### src/rtl/cwb_pkg.sv
package cwb_pkg;
   // Width of a counter able to hold the values 0..n.
   function automatic int occ_bits(input int n);
      return (n < 1) ? 1 : $clog2(n + 1);
   endfunction
endpackage

### src/rtl/cwb_hit_vec.sv
module cwb_hit_vec #(
   parameter int ADDR_W = 10,
   parameter int DEPTH  = 2
) (
   input  logic [DEPTH-1:0]        valid,
   input  logic [DEPTH*ADDR_W-1:0] addr_flat,
   input  logic                    wr_en,
   input  logic [ADDR_W-1:0]       wr_addr,
   output logic [DEPTH-1:0]        hit
);
   for (genvar g = 0; g < DEPTH; g++) begin : g_cmp
      assign hit[g] = valid[g] && wr_en && (addr_flat[g*ADDR_W +: ADDR_W] == wr_addr);
   end
endmodule

### src/rtl/cwb_port_arb.sv
module cwb_port_arb #(
   parameter bit SINGLE_PORT = 1'b0
) (
   input  logic head_valid,
   input  logic rd_en,
   input  logic wr_en,
   output logic grant
);
   if (SINGLE_PORT) begin : g_single
      assign grant = head_valid && !wr_en && !rd_en;
   end else begin : g_dual
      logic unused_rd;
      assign unused_rd = rd_en;
      assign grant     = head_valid && !wr_en;
   end
endmodule

### src/rtl/cwb_sat_ctr.sv
module cwb_sat_ctr #(
   parameter int CNT_W = 8
) (
   input  logic             clk,
   input  logic             rst_n,
   input  logic             inc,
   output logic [CNT_W-1:0] count
);
   always_ff @(posedge clk or negedge rst_n) begin
      if (!rst_n)                    count <= '0;
      else if (inc && (count != '1)) count <= count + 1'b1;
   end
endmodule

### src/rtl/corr_wb_buf.sv
module corr_wb_buf #(
   parameter int ADDR_W      = 10,
   parameter int WORD_W      = 39,
   parameter int DEPTH       = 2,
   parameter bit SINGLE_PORT = 1'b0,
   parameter int CNT_W       = 8
) (
   input  logic              clk,
   input  logic              rst_n,
   input  logic              in_valid,
   input  logic [ADDR_W-1:0] in_addr,
   input  logic [WORD_W-1:0] in_word,
   input  logic              rd_en,
   input  logic              wr_en,
   input  logic [ADDR_W-1:0] wr_addr,
   output logic              wb_en,
   output logic [ADDR_W-1:0] wb_addr,
   output logic [WORD_W-1:0] wb_word,
   output logic              wb_done,
   output logic              full,
   output logic [CNT_W-1:0]  drop_cnt
);
   localparam int OCC_W = cwb_pkg::occ_bits(DEPTH);

   initial begin
      assert (ADDR_W > 0 && WORD_W > 0 && CNT_W > 0 && DEPTH >= 0)
         else $error("corr_wb_buf: illegal parameter set");
   end

   if (DEPTH == 0) begin : g_off
      logic unused_in;
      assign unused_in = ^{clk, rst_n, in_valid, in_addr, in_word, rd_en, wr_en, wr_addr};
      assign wb_en    = 1'b0;
      assign wb_addr  = '0;
      assign wb_word  = '0;
      assign wb_done  = 1'b0;
      assign full     = 1'b0;
      assign drop_cnt = '0;
   end else begin : g_on
      // Live entries are kept packed at slots 0..n-1, slot 0 oldest.
      logic [DEPTH-1:0]        vld_q, vld_d, hit, keep;
      logic [ADDR_W-1:0]       addr_q [DEPTH];
      logic [ADDR_W-1:0]       addr_d [DEPTH];
      logic [WORD_W-1:0]       word_q [DEPTH];
      logic [WORD_W-1:0]       word_d [DEPTH];
      logic [DEPTH*ADDR_W-1:0] addr_flat;
      logic                    grant, collide, accept, full_q, done_q;
      logic [OCC_W-1:0]        live_n;

      for (genvar g = 0; g < DEPTH; g++) begin : g_pack
         assign addr_flat[g*ADDR_W +: ADDR_W] = addr_q[g];
      end

      cwb_hit_vec #(.ADDR_W(ADDR_W), .DEPTH(DEPTH)) u_hit (
         .valid(vld_q), .addr_flat(addr_flat), .wr_en(wr_en),
         .wr_addr(wr_addr), .hit(hit)
      );

      cwb_port_arb #(.SINGLE_PORT(SINGLE_PORT)) u_arb (
         .head_valid(vld_q[0]), .rd_en(rd_en), .wr_en(wr_en), .grant(grant)
      );

      assign collide = wr_en && (wr_addr == in_addr);
      assign accept  = in_valid && !full_q && !collide;

      always_comb begin
         keep = vld_q & ~hit;
         if (grant) keep[0] = 1'b0;
         vld_d  = '0;
         live_n = '0;
         for (int i = 0; i < DEPTH; i++) begin
            addr_d[i] = addr_q[i];
            word_d[i] = word_q[i];
         end
         for (int i = 0; i < DEPTH; i++) begin
            if (keep[i]) begin
               addr_d[live_n] = addr_q[i];
               word_d[live_n] = word_q[i];
               vld_d[live_n]  = 1'b1;
               live_n         = live_n + 1'b1;
            end
         end
         if (accept && (int'(live_n) < DEPTH)) begin
            addr_d[live_n] = in_addr;
            word_d[live_n] = in_word;
            vld_d[live_n]  = 1'b1;
         end
      end

      always_ff @(posedge clk or negedge rst_n) begin
         if (!rst_n) begin
            vld_q  <= '0;
            full_q <= 1'b0;
            done_q <= 1'b0;
         end else begin
            vld_q  <= vld_d;
            full_q <= vld_d[DEPTH-1];
            done_q <= grant;
         end
      end

      always_ff @(posedge clk) begin
         for (int i = 0; i < DEPTH; i++) begin
            addr_q[i] <= addr_d[i];
            word_q[i] <= word_d[i];
         end
      end

      cwb_sat_ctr #(.CNT_W(CNT_W)) u_drop (
         .clk(clk), .rst_n(rst_n), .inc(in_valid && full_q), .count(drop_cnt)
      );

      assign wb_en   = grant;
      assign wb_addr = addr_q[0];
      assign wb_word = word_q[0];
      assign wb_done = done_q;
      assign full    = full_q;
   end
endmodule

### config.mk
export PLATFORM = sky130hd
export DESIGN_NAME = corr_wb_buf
export DESIGN_NICKNAME = d
export VERILOG_FILES = /design/src/rtl/cwb_pkg.sv /design/src/rtl/cwb_hit_vec.sv /design/src/rtl/cwb_port_arb.sv /design/src/rtl/cwb_sat_ctr.sv /design/src/rtl/corr_wb_buf.sv
export SDC_FILE = /design/constraint.sdc
export NUM_CORES = 1
export LEC_CHECK = 0
export BUFFER_PORTS_ARGS = -buffer_cell sky130_fd_sc_hd__buf_4
export CAP_MARGIN = 25
export CORE_MARGIN = 5
export CORE_UTILIZATION = 30
export DETAILED_ROUTE_END_ITERATION = 10
export REMOVE_ABC_BUFFERS = 1
export SYNTH_ARGS = -nofsm -noshare
export SYNTH_HDL_FRONTEND = slang
export SYNTH_SLANG_ARGS = --single-unit
### constraint.sdc
create_clock -name clk -period 10.32 [get_ports clk]
set_input_delay 2.064 -clock clk [delete_from_list [all_inputs] [get_ports clk]]
set_output_delay 2.064 -clock clk [all_outputs]
set_load 0.03 [all_outputs]
== Word level (Yosys, flattened, before mapping) ==
Memories as Yosys holds them, arrays and structs flattened.
Index checks and enable logic that the tools add are counted.
W data, S select, Z words.
Word-level totals
  memory bits (writable): 98
  output and inout port bits: 60
  latch bits: 0
  flip-flop bits (word level): 12
  logic and storage cells: 71
  ROM bits: 0
  input port bits: 64
  memories: 2
Memory list
  g_on.word_q: words 2, bits a word 39, read ports 2, clocked after Yosys merged registers in 0, wr ports 2, line corr_wb_buf.sv:44  | logic [WORD_W-1:0] word_q [DEPTH];
  g_on.addr_q: words 2, bits a word 10, read ports 2, clocked after Yosys merged registers in 0, wr ports 2, line corr_wb_buf.sv:42  | logic [ADDR_W-1:0] addr_q [DEPTH];
Operators by class
  shift-type cells: 0
  muxes and demuxes: 26
  bitwise gates (word level): 6
  $add $sub $neg: 2
  div/mod/pow operators: 0
  magnitude comparators: 9
  equal/unequal tests: 4
  $mul: 0
  reductions and logical operators: 18
Operators with widths (number)
  $bwmux W78: 2
  $mux W78: 2
  $demux W39 S1: 2
  $mux W39: 2
  $bwmux W20: 2
  $mux W20: 2
  $eq A10 B10 Y1: 3
  $demux W10 S1: 2
  $mux W10: 2
  $logic_and A1 B1 Y1: 15
  $add A8 B1 Y8 const B: 1
  $ne A8 B8 Y1 const B: 1
  $ge A3 B2 Y1 const B: 2
  $lt A2 B2 Y1 const B: 3
  $lt A3 B1 Y1 const B: 2
  $mux W2: 3
  $not A2 Y3: 2
  $mux W1: 5
  $ge A2 B1 Y1 const B: 2
  $logic_not A1 Y1: 3
  $add A2 B1 Y2 const B: 1
  $and A2 B2 Y2: 1
  $demux W1 S1: 2
  $not A2 Y2: 1
  other kinds (2): 2

== Logic depth before layout (Yosys ltp) ==
Gate-level depths: netlist of the first run.
An unclocked memory read counts as a cell.
  depth after elaboration: 16
  mapped depth: 12
  mapped depth without buffers: 8

== Modules after synthesis ==
From an unflattened synthesis of the first run, not the netlist that was laid out.
Second synthesis, totals
  cells, all modules: 407
  area, all modules: 5305.1 sq um
Modules (own cells, without submodules)
  corr_wb_buf: area each 4649.5 sq um, cells an instance 342, sequential area each 2527.4 sq um, instances 1
  cwb_sat_ctr: area each 407.9 sq um, cells an instance 34, sequential area each 200.2 sq um, instances 1
  cwb_hit_vec: area each 234.0 sq um, cells an instance 30, sequential area each 0.0 sq um, instances 1
  cwb_port_arb: area each 13.8 sq um, cells an instance 1, sequential area each 0.0 sq um, instances 1

== Worst setup path after synthesis of the first run ==
OpenSTA, ideal clock, no wires.
  path type: input to register
  start: in wr_addr[3]
  end: mem g_on.addr_q[1][0] (netlist: g_on.addr_q[0][10]) (enable)
  stages: 10
  slack: 4.931 ns
  library setup time: 0.412 ns
  arrival time: 4.977 ns
  required time: 9.908 ns
  path buffers: 3
  cells stage by stage: xor2_1 > nor4_1 > a41o_1 > buf_2 > inv_1 > buf_2 > ha_1 > a311oi_4 > clkbuf_1 > and2_1
RTL lines
  from (decl): line corr_wb_buf.sv:15  | input logic [ADDR_W-1:0] wr_addr,
  to (decl): line corr_wb_buf.sv:42

==> results of run 1 <==
[area by class of cell]
| type | count | area, µm² | area share |
|---|---|---|---|
| repair buffers | 131 | 1020 | 0.160 |
| clock buffers | 10 | 239 | 0.0375 |
| clock inverters | 6 | 67.6 | 0.0106 |
| inverters | 3 | 11.3 | 0.00177 |
| flip-flops and latches | 109 | 2730 | 0.428 |
| well taps | 225 | 282 | 0.0441 |
| multi-input cells | 321 | 2030 | 0.318 |
[cells by family after synthesis]
logic type | synth area share
AND/OR/NAND/NOR | 0.190
flip-flops | 0.509
AO/OA/AOI/OAI | 0.117
buffers and inverters | 0.112
XOR/XNOR | 0.0605
adder cells (fa/ha/maj) | 0.00934
multiplexers | 0.00210
[how the worst max path moves through the flow]
stage / from / endpoint / slack (ps) / cells past startpoint
global route: wr_addr[3] / g_on.word_q[0][73]$_DFFE_PP_ / 4150 / 11
CTS: wr_addr[3] / g_on.word_q[0][59]$_DFFE_PP_ / 4400 / 11
floorplan: wr_addr[3] / g_on.addr_q[0][10]$_DFFE_PP_ / 3130 / 7
finish: wr_addr[3] / g_on.word_q[0][73]$_DFFE_PP_ / 4440 / 11
global placement: wr_addr[3] / g_on.word_q[0][73]$_DFFE_PP_ / 3990 / 11
detailed placement: wr_addr[3] / g_on.word_q[0][73]$_DFFE_PP_ / 4010 / 11
[registers in the layout, summed over array words and instances (netlist names)]
| signal | count |
|---|---|
| g_on.word_q | 78 |
| g_on.addr_q | 20 |
| g_on.u_drop.count | 8 |
| full | 1 |
| g_on.vld_q | 1 |
| wb_done | 1 |
[where the power goes]
group,switching (mW),leakage [nW],internal (mW)
sequential,0.0966,1.02,0.655
clock,0.163,0.145,0.196
combinational,0.710,1.40,0.362
[Yosys cell counts (all sizes together)]
library cell / n / area (µm²)
nor2: 5 / 18.8
a41o: 1 / 10.0
dfrtp: 11 / 275
mux2: 1 / 11.3
nand4: 3 / 18.8
and4: 2 / 17.5
nor2b: 1 / 6.26
nor4: 2 / 27.5
a41oi: 1 / 8.76
a311o: 2 / 21.3
and3: 49 / 307
o31a: 1 / 8.76
dfxtp: 49 / 981
inv: 3 / 11.3
ha: 4 / 50.1
clkbuf: 25 / 98.9
nand2b: 2 / 12.5
xor2: 21 / 184
and2: 2 / 12.5
nor3: 50 / 305
a311oi: 1 / 26.3
nand3: 53 / 265
nand2: 6 / 25.0
buf: 71 / 490
edfxtp: 49 / 1470
xnor2: 16 / 140
a31oi: 49 / 307
o21ai: 49 / 245
[per-layer routing]
layer,track usage,share of wire
met1,0.201,0.43
met5,0,0
met3,0.0319,0.074
met2,0.232,0.48
met4,0.0401,0.012
[through the flow]
step	total power, mW	setup WS (ps)	instances
detailed placement	1.84	4010	789
floorplan	1.39	3130	433
CTS	2.21	4400	805
finish	2.18	4440	805
global route	2.33	4150	805
global placement	1.80	3990	786
[worst max-delay path, stage by stage]
cell	delay, ps
buf_4	130
xor2_1	150
nor4_1	470
a41o_2	250
buf_4	500
clkinv_1	200
ha_1	290
a311oi_4	200
buf_4	480
and2_2	680
buf_4	450
==> results.yml, run 1 <==
cells_and_area:
  layout_commonest_cell: "buf_4"
  area_growth_pct: 19.1
  fillers: 1793
  diodes: 0
  layout_common_cells: "buf_4 (128), nand3_1 (53)"
  nNetsFinal: 643
  fin_util: 0.366
  final_layout_size_suffix_gt1_frac: 0.290
  finalInstanceArea_mm2: 0.00638
setup_path:
  r2r_slack_ps: 5950
  path_class: "in2reg"
  timing.rr.start: "g_on.addr_q[0][7]$_DFF_P_"
  r2r-end: "g_on.word_q[0][73]$_DFFE_PP_"
  end_kind: "flop"
  cp-start-kind: "input port"
  required_ps: 10340
  crit_arrival_ps: 5900
  path_max_fanout: 52
  reg2reg_depth: 10
die:
  die-area_mm2: 0.0206
  fp.dieH_um: 144
  core_mm2: 0.0174
  die_x_um: 144
  ios: 124
  start_util: 0.308
  row_count: 48
synth:
  synthCells: 529
  syn_avg_cell_area_um2: 10.1
  yosys_register_bits: 109
  synth_cell_types: 37
  yosysWarnings: 0
  syn_area_mm2: 0.00536
  seq_area_frac_synth: 0.509
clocking:
  cts_sinks: 109
  postCtsHoldBufs: 0
  tritoncts: "yes"
  cts_buffer_depth: 2
  ctsResizeCount: 0
  root_buffer: "clkbuf_16"
  cts-htree-levels: 3
  postCtsSetupRepairBufs: 0
  clk_latency_ps: 350
  cts-buffers-inserted: 9
  clk_pin_slew_ps: 80
routing:
  drc: 0
  vias: 4272
  first_pass_iters: 5
  vias_per_cell: 5.31
  drt-total-wl_mm: 14.8
  drt.antenna.violating_nets: 0
  wl_per_cell_um: 18.4
  detail_route.iter0.violations: 330
timing:
  finalCriticalPeriod_ps: 5880
  setup-violations-final: 0
  holdWs_ps: 497
  fmax_mhz: 170
  hold_violations: 0
  timing.slew.headroom: 0.396
  finalSetupTns_ps: 0
  tightest_slew_ps: 905
  min_period_over_period: 0.570
  finalMaxSlewViolations: 0
  skew_ps: 11.1
  rsz0062_at_grt: "false"
min_path:
  holdPathEnd: "g_on.word_q[0][0]$_DFF_P_"
  hold_class: "reg2reg"
  worstHoldPathCells: 2
  hp-start: "g_on.word_q[0][0]$_DFF_P_"
global_route:
  antenna_found_initial: 0
  grt_pass1_wl_mm: 23.9
  grt_pass1_vias: 4465
  grt_util_all_layers: 0.146
  grt_max_degree: 53
  grt-ovfl-total: 0
place:
  dp_hpwl_mm: 9.47
  place_area_mm2: 0.00607
  gp_congestion: 0.823
  port_buffers: 122
power_and_ir_drop:
  power_leakage_nw: 2.57
  p_per_area_mw_per_mm2: 342
  ir_drop_v: 0.000139
flow_run:
  maxCapViolations: 0
outcome:
  outcome: "finished clean"
(Power assumes the default switching activity.)
==> run 2: changes to the inputs <==
==> constraint.sdc (replaced) <==
create_clock -name clk -period 4.95 [get_ports clk]
set_input_delay 0.99 -clock clk [delete_from_list [all_inputs] [get_ports clk]]
set_output_delay 0.99 -clock clk [all_outputs]
set_load 0.03 [all_outputs]
==> results.yml, run 2 (synthesized netlist as in run 1, its figures left out) <==
outcome:
  outcome: "finished clean"
routing:
  vias: 4324
  vias_per_cell: 5.36
  drt.antenna.violating_nets: 0
  wl_per_cell_um: 18.7
  drc: 0
  detail_route.iter0.violations: 299
  first_pass_iters: 5
  drt-total-wl_mm: 15.1
global_route:
  grt_pass1_vias: 4491
  antenna_found_initial: 0
  grt_util_all_layers: 0.145
  grt-ovfl-total: 0
  grt_max_degree: 52
  grt_pass1_wl_mm: 23.8
clocking:
  ctsResizeCount: 0
  cts-buffers-inserted: 9
  tritoncts: "yes"
  postCtsSetupRepairBufs: 0
  postCtsHoldBufs: 0
  cts_sinks: 109
  cts_buffer_depth: 2
  root_buffer: "clkbuf_16"
  clk_pin_slew_ps: 70
  clk_latency_ps: 350
  cts-htree-levels: 3
cells_and_area:
  regMostFlops: "g_on.word_q"
  layout_commonest_cell: "buf_4"
  finalInstanceArea_mm2: 0.00639
  area_growth_pct: 19.4
  largest_reg_flops: 78
  top_regs: "g_on.word_q x78, g_on.addr_q x20, g_on.u_drop.count x8"
  nNetsFinal: 644
  final_layout_size_suffix_gt1_frac: 0.287
  fillers: 1765
  layout_common_cells: "buf_4 (128), nand3_1 (53)"
  diodes: 0
setup_path:
  path_max_fanout: 51
  path_class: "in2reg"
  cp-start-kind: "input port"
  required_ps: 5000
  crit_arrival_ps: 3540
  end_kind: "flop"
die:
  start_util: 0.308
  core_mm2: 0.0174
  row_count: 48
  die-area_mm2: 0.0206
  ios: 124
  die_x_um: 144
  fp.dieH_um: 144
place:
  dp_hpwl_mm: 9.24
  gp_congestion: 0.822
  port_buffers: 122
  place_area_mm2: 0.00605
timing:
  rsz0062_at_grt: "false"
  tightest_slew_ps: 607
  finalMaxSlewViolations: 0
  finalCriticalPeriod_ps: 3500
  fmax_mhz: 286
  min_period_over_period: 0.706
  holdWs_ps: 469
  timing.slew.headroom: 0.595
  setup-violations-final: 0
  skew_ps: 11.2
  hold_violations: 0
power_and_ir_drop:
  ir_drop_v: 0.000268
  power_leakage_nw: 2.57
  p_per_area_mw_per_mm2: 714
min_path:
  hold_class: "in2async"
flow_run:
  maxCapViolations: 0
run 2: stage by stage:
stage	utilization	instances	power [mW]	setup slack [ps]	setup TNS (ps)
3_3_place_gp	0.345	786	3.75	648	0
5_1_grt	0.367	806	4.85	1270	0
3_5_place_dp	0.348	788	3.82	554	0
2_1_floorplan	-	433	2.90	-1170	-76890
4_1_cts	0.365	804	4.58	921	0
6_report	0.367	806	4.57	1450	0
run 2: where the power goes:
group          switching, mW  internal [mW]
logic                   1.49          0.770
clock network          0.337          0.405
registers              0.199           1.36
run 2: area by class of cell:
type | instances | area, µm² | area share
clock buffer | 10 | 239 | 0.0374
clock inverter | 6 | 62.6 | 0.00978
inverter | 3 | 11.3 | 0.00176
multi-input combinational | 321 | 2030 | 0.318
sequential | 109 | 2730 | 0.427
tap | 225 | 282 | 0.0440
timing repair buffer | 132 | 1040 | 0.163
run 2: path summary, 6_finish.rpt:
kind | startpoint | cells past startpoint | slack [ps] | to
worst max register to register | g_on.addr_q[0][11]$_DFFE_PP_ | 9 | 1890 | g_on.word_q[0][0]$_DFF_P_
worst min register to register | g_on.u_drop.count[7]$_DFFE_PN0P_ | 1 | 490 | g_on.u_drop.count[7]$_DFFE_PN0P_
min in group clk | g_on.u_drop.count[7]$_DFFE_PN0P_ | 1 | 490 | g_on.u_drop.count[7]$_DFFE_PN0P_
max in group asynchronous | rst_n | 1 | 4330 | g_on.u_drop.count[0]$_DFFE_PN0P_
worst min-delay path | rst_n | 1 | 470 | g_on.u_drop.count[2]$_DFFE_PN0P_
worst max-delay path | wr_addr[3] | 8 | 1450 | g_on.word_q[0][42]$_DFFE_PP_
run 2: routing by layer:
layer / vias up / global-route usage / wire length (µm)
met4: 0 / 0.0510 / 254
met3: 20 / 0.0286 / 1160
met2: 201 / 0.244 / 7270
li1: 1984 / - / -
met5: - / 0 / 0
met1: 2119 / 0.185 / 6400
run 2: worst max-delay path, stage by stage:
cell and delay [ps]:
buf_4 130, xor2_1 150, nor4_1 450, a41o_2 270, buf_4 500, ha_1 250
and2_2 470, buf_12 280
==> run 3: changes to the inputs <==
==> constraint.sdc (replaced) <==
create_clock -name clk -period 3.4 [get_ports clk]
set_input_delay 0.68 -clock clk [delete_from_list [all_inputs] [get_ports clk]]
set_output_delay 0.68 -clock clk [all_outputs]
set_load 0.03 [all_outputs]
==> results.yml, run 3 (synthesized netlist as in run 1, its figures left out) <==
clocking:
  tritoncts: "yes"
  clk_latency_ps: 350
  clk_pin_slew_ps: 70
  cts-buffers-inserted: 9
  cts-htree-levels: 3
  ctsResizeCount: 0
  postCtsHoldBufs: 0
  root_buffer: "clkbuf_16"
  cts_sinks: 109
  postCtsSetupRepairBufs: 0
  cts_buffer_depth: 2
setup_path:
  crit_cells: 11
  cpPeakStageDelay_ps: 430
  crit_arrival_ps: 3060
  reg2reg_depth: 10
  cp.buffers_inverters: 4
  path_max_fanout: 38
  slowest_stage: "nor4_1"
  cp-start-kind: "input port"
  path_class: "in2reg"
  end_kind: "flop"
  required_ps: 3670
  worst_path_dominant_cell_family: "compound AO/OA/AOI/OAI gates"
  path_cells: "buf_4 -> xor2_1 -> nor4_1 -> a41o_2 -> clkinv_1 -> ha_1 -> a311oi_4 -> buf_4 -> nand2_2 -> buf_4 -> a31oi_1"
  path_common_cell: "buf_4"
routing:
  detail_route.iter0.violations: 258
  first_pass_iters: 4
  route.top_layer_used: "met4"
  vias: 4309
  met2_length_mm: 7.09
  drt-total-wl_mm: 15.2
  wl_per_cell_um: 18.6
  vias_per_cell: 5.29
  drt.antenna.violating_nets: 0
  route.met3.wl_mm: 1.09
  drc: 0
  wl_met1_mm: 6.70
die:
  die_x_um: 144
  fp.dieH_um: 144
  core_mm2: 0.0174
  ios: 124
  row_count: 48
  start_util: 0.308
  die-area_mm2: 0.0206
timing:
  finalCriticalPeriod_ps: 2790
  fmax_mhz: 359
  hold_violations: 0
  skew_ps: 4.10
  tightest_slew_ps: 587
  setup_ws_ps: 613
  timing.slew.headroom: 0.608
  rsz0062_at_grt: "false"
  finalSetupTns_ps: 0
  min_period_over_period: 0.820
  finalMaxSlewViolations: 0
  setup-violations-final: 0
cells_and_area:
  nNetsFinal: 652
  layout_commonest_cell: "buf_4"
  area_growth_pct: 20.5
  top_regs: "g_on.word_q x78, g_on.addr_q x20, g_on.u_drop.count x8"
  largest_reg_flops: 78
  final_layout_size_suffix_gt1_frac: 0.299
  regMostFlops: "g_on.word_q"
  layout_common_cells: "buf_4 (136), nand3_1 (53)"
  fillers: 1761
  diodes: 0
global_route:
  grt_pass1_wl_mm: 23.6
  grt_pass1_vias: 4353
  antenna_found_initial: 0
  grt-ovfl-total: 0
  grt_max_degree: 50
  grt_util_all_layers: 0.145
flow_run:
  maxCapViolations: 0
outcome:
  outcome: "finished clean"
power_and_ir_drop:
  p_per_area_mw_per_mm2: 1040
  power_leakage_nw: 2.62
  ir_drop_v: 0.000442
  p_total_mw: 6.72
place:
  gp_congestion: 0.832
  dp_slack_ps: 236
  port_buffers: 122
  dp_hpwl_mm: 9.94
min_path:
  hold_class: "in2async"
run 3: cell types whose count changed in the layout (fill, tap and decap cells not counted), sizes merged:
cell,change
buf,+8
clkbuf,+1
clkinvlp,-1
run 3: cell type report:
class                           instances  area, µm²  share of cell area
Clock buffer                           11        253              0.0392
Inverter                                3       11.3             0.00174
Timing Repair Buffer                  140       1100               0.171
Clock inverter                          5       48.8             0.00756
Sequential cell                       109       2730               0.423
Multi-Input combinational cell        321       2030               0.315
Tap cell                              225        282              0.0436
run 3: worst paths after layout:
path / slack (ps) / from / endpoint
max: 610 / wr_addr[3] / g_on.addr_q[0][9]$_DFF_P_
min: 160 / rst_n / full$_DFF_PN0_
max reg2reg: 740 / g_on.addr_q[0][7]$_DFF_P_ / g_on.addr_q[0][9]$_DFF_P_
min reg2reg: 490 / g_on.word_q[0][0]$_DFF_P_ / g_on.word_q[0][0]$_DFF_P_
max in group asynchronous: 3090 / rst_n / g_on.u_drop.count[1]$_DFFE_PN0P_
min in group clk: 490 / g_on.word_q[0][0]$_DFF_P_ / g_on.word_q[0][0]$_DFF_P_
run 3: report_power, final:
group	leakage, nW	internal [mW]	switching [mW]	total, mW
Sequential	1.02	1.99	0.288	2.27
Clock	0.153	0.606	0.476	1.08
Combinational	1.44	1.18	2.18	3.36
run 3: layer usage:
| metal | vias up | track usage |
|---|---|---|
| li1 | 1997 | - |
| met1 | 2116 | 0.194 |
| met3 | 20 | 0.0309 |
| met2 | 176 | 0.229 |
| met5 | - | 0 |
| met4 | 0 | 0.0610 |
run 3: stage by stage:
step                       util  hold WS [ps]  cells  cell area [µm²]
after global placement    0.353           484    798             6150
after global routing      0.371           154    814             6450
after detailed placement  0.353           485    798             6150
after floorplan               -           384    433             4770
after CTS                 0.371           143    814             6450
final                     0.371           158    814             6450
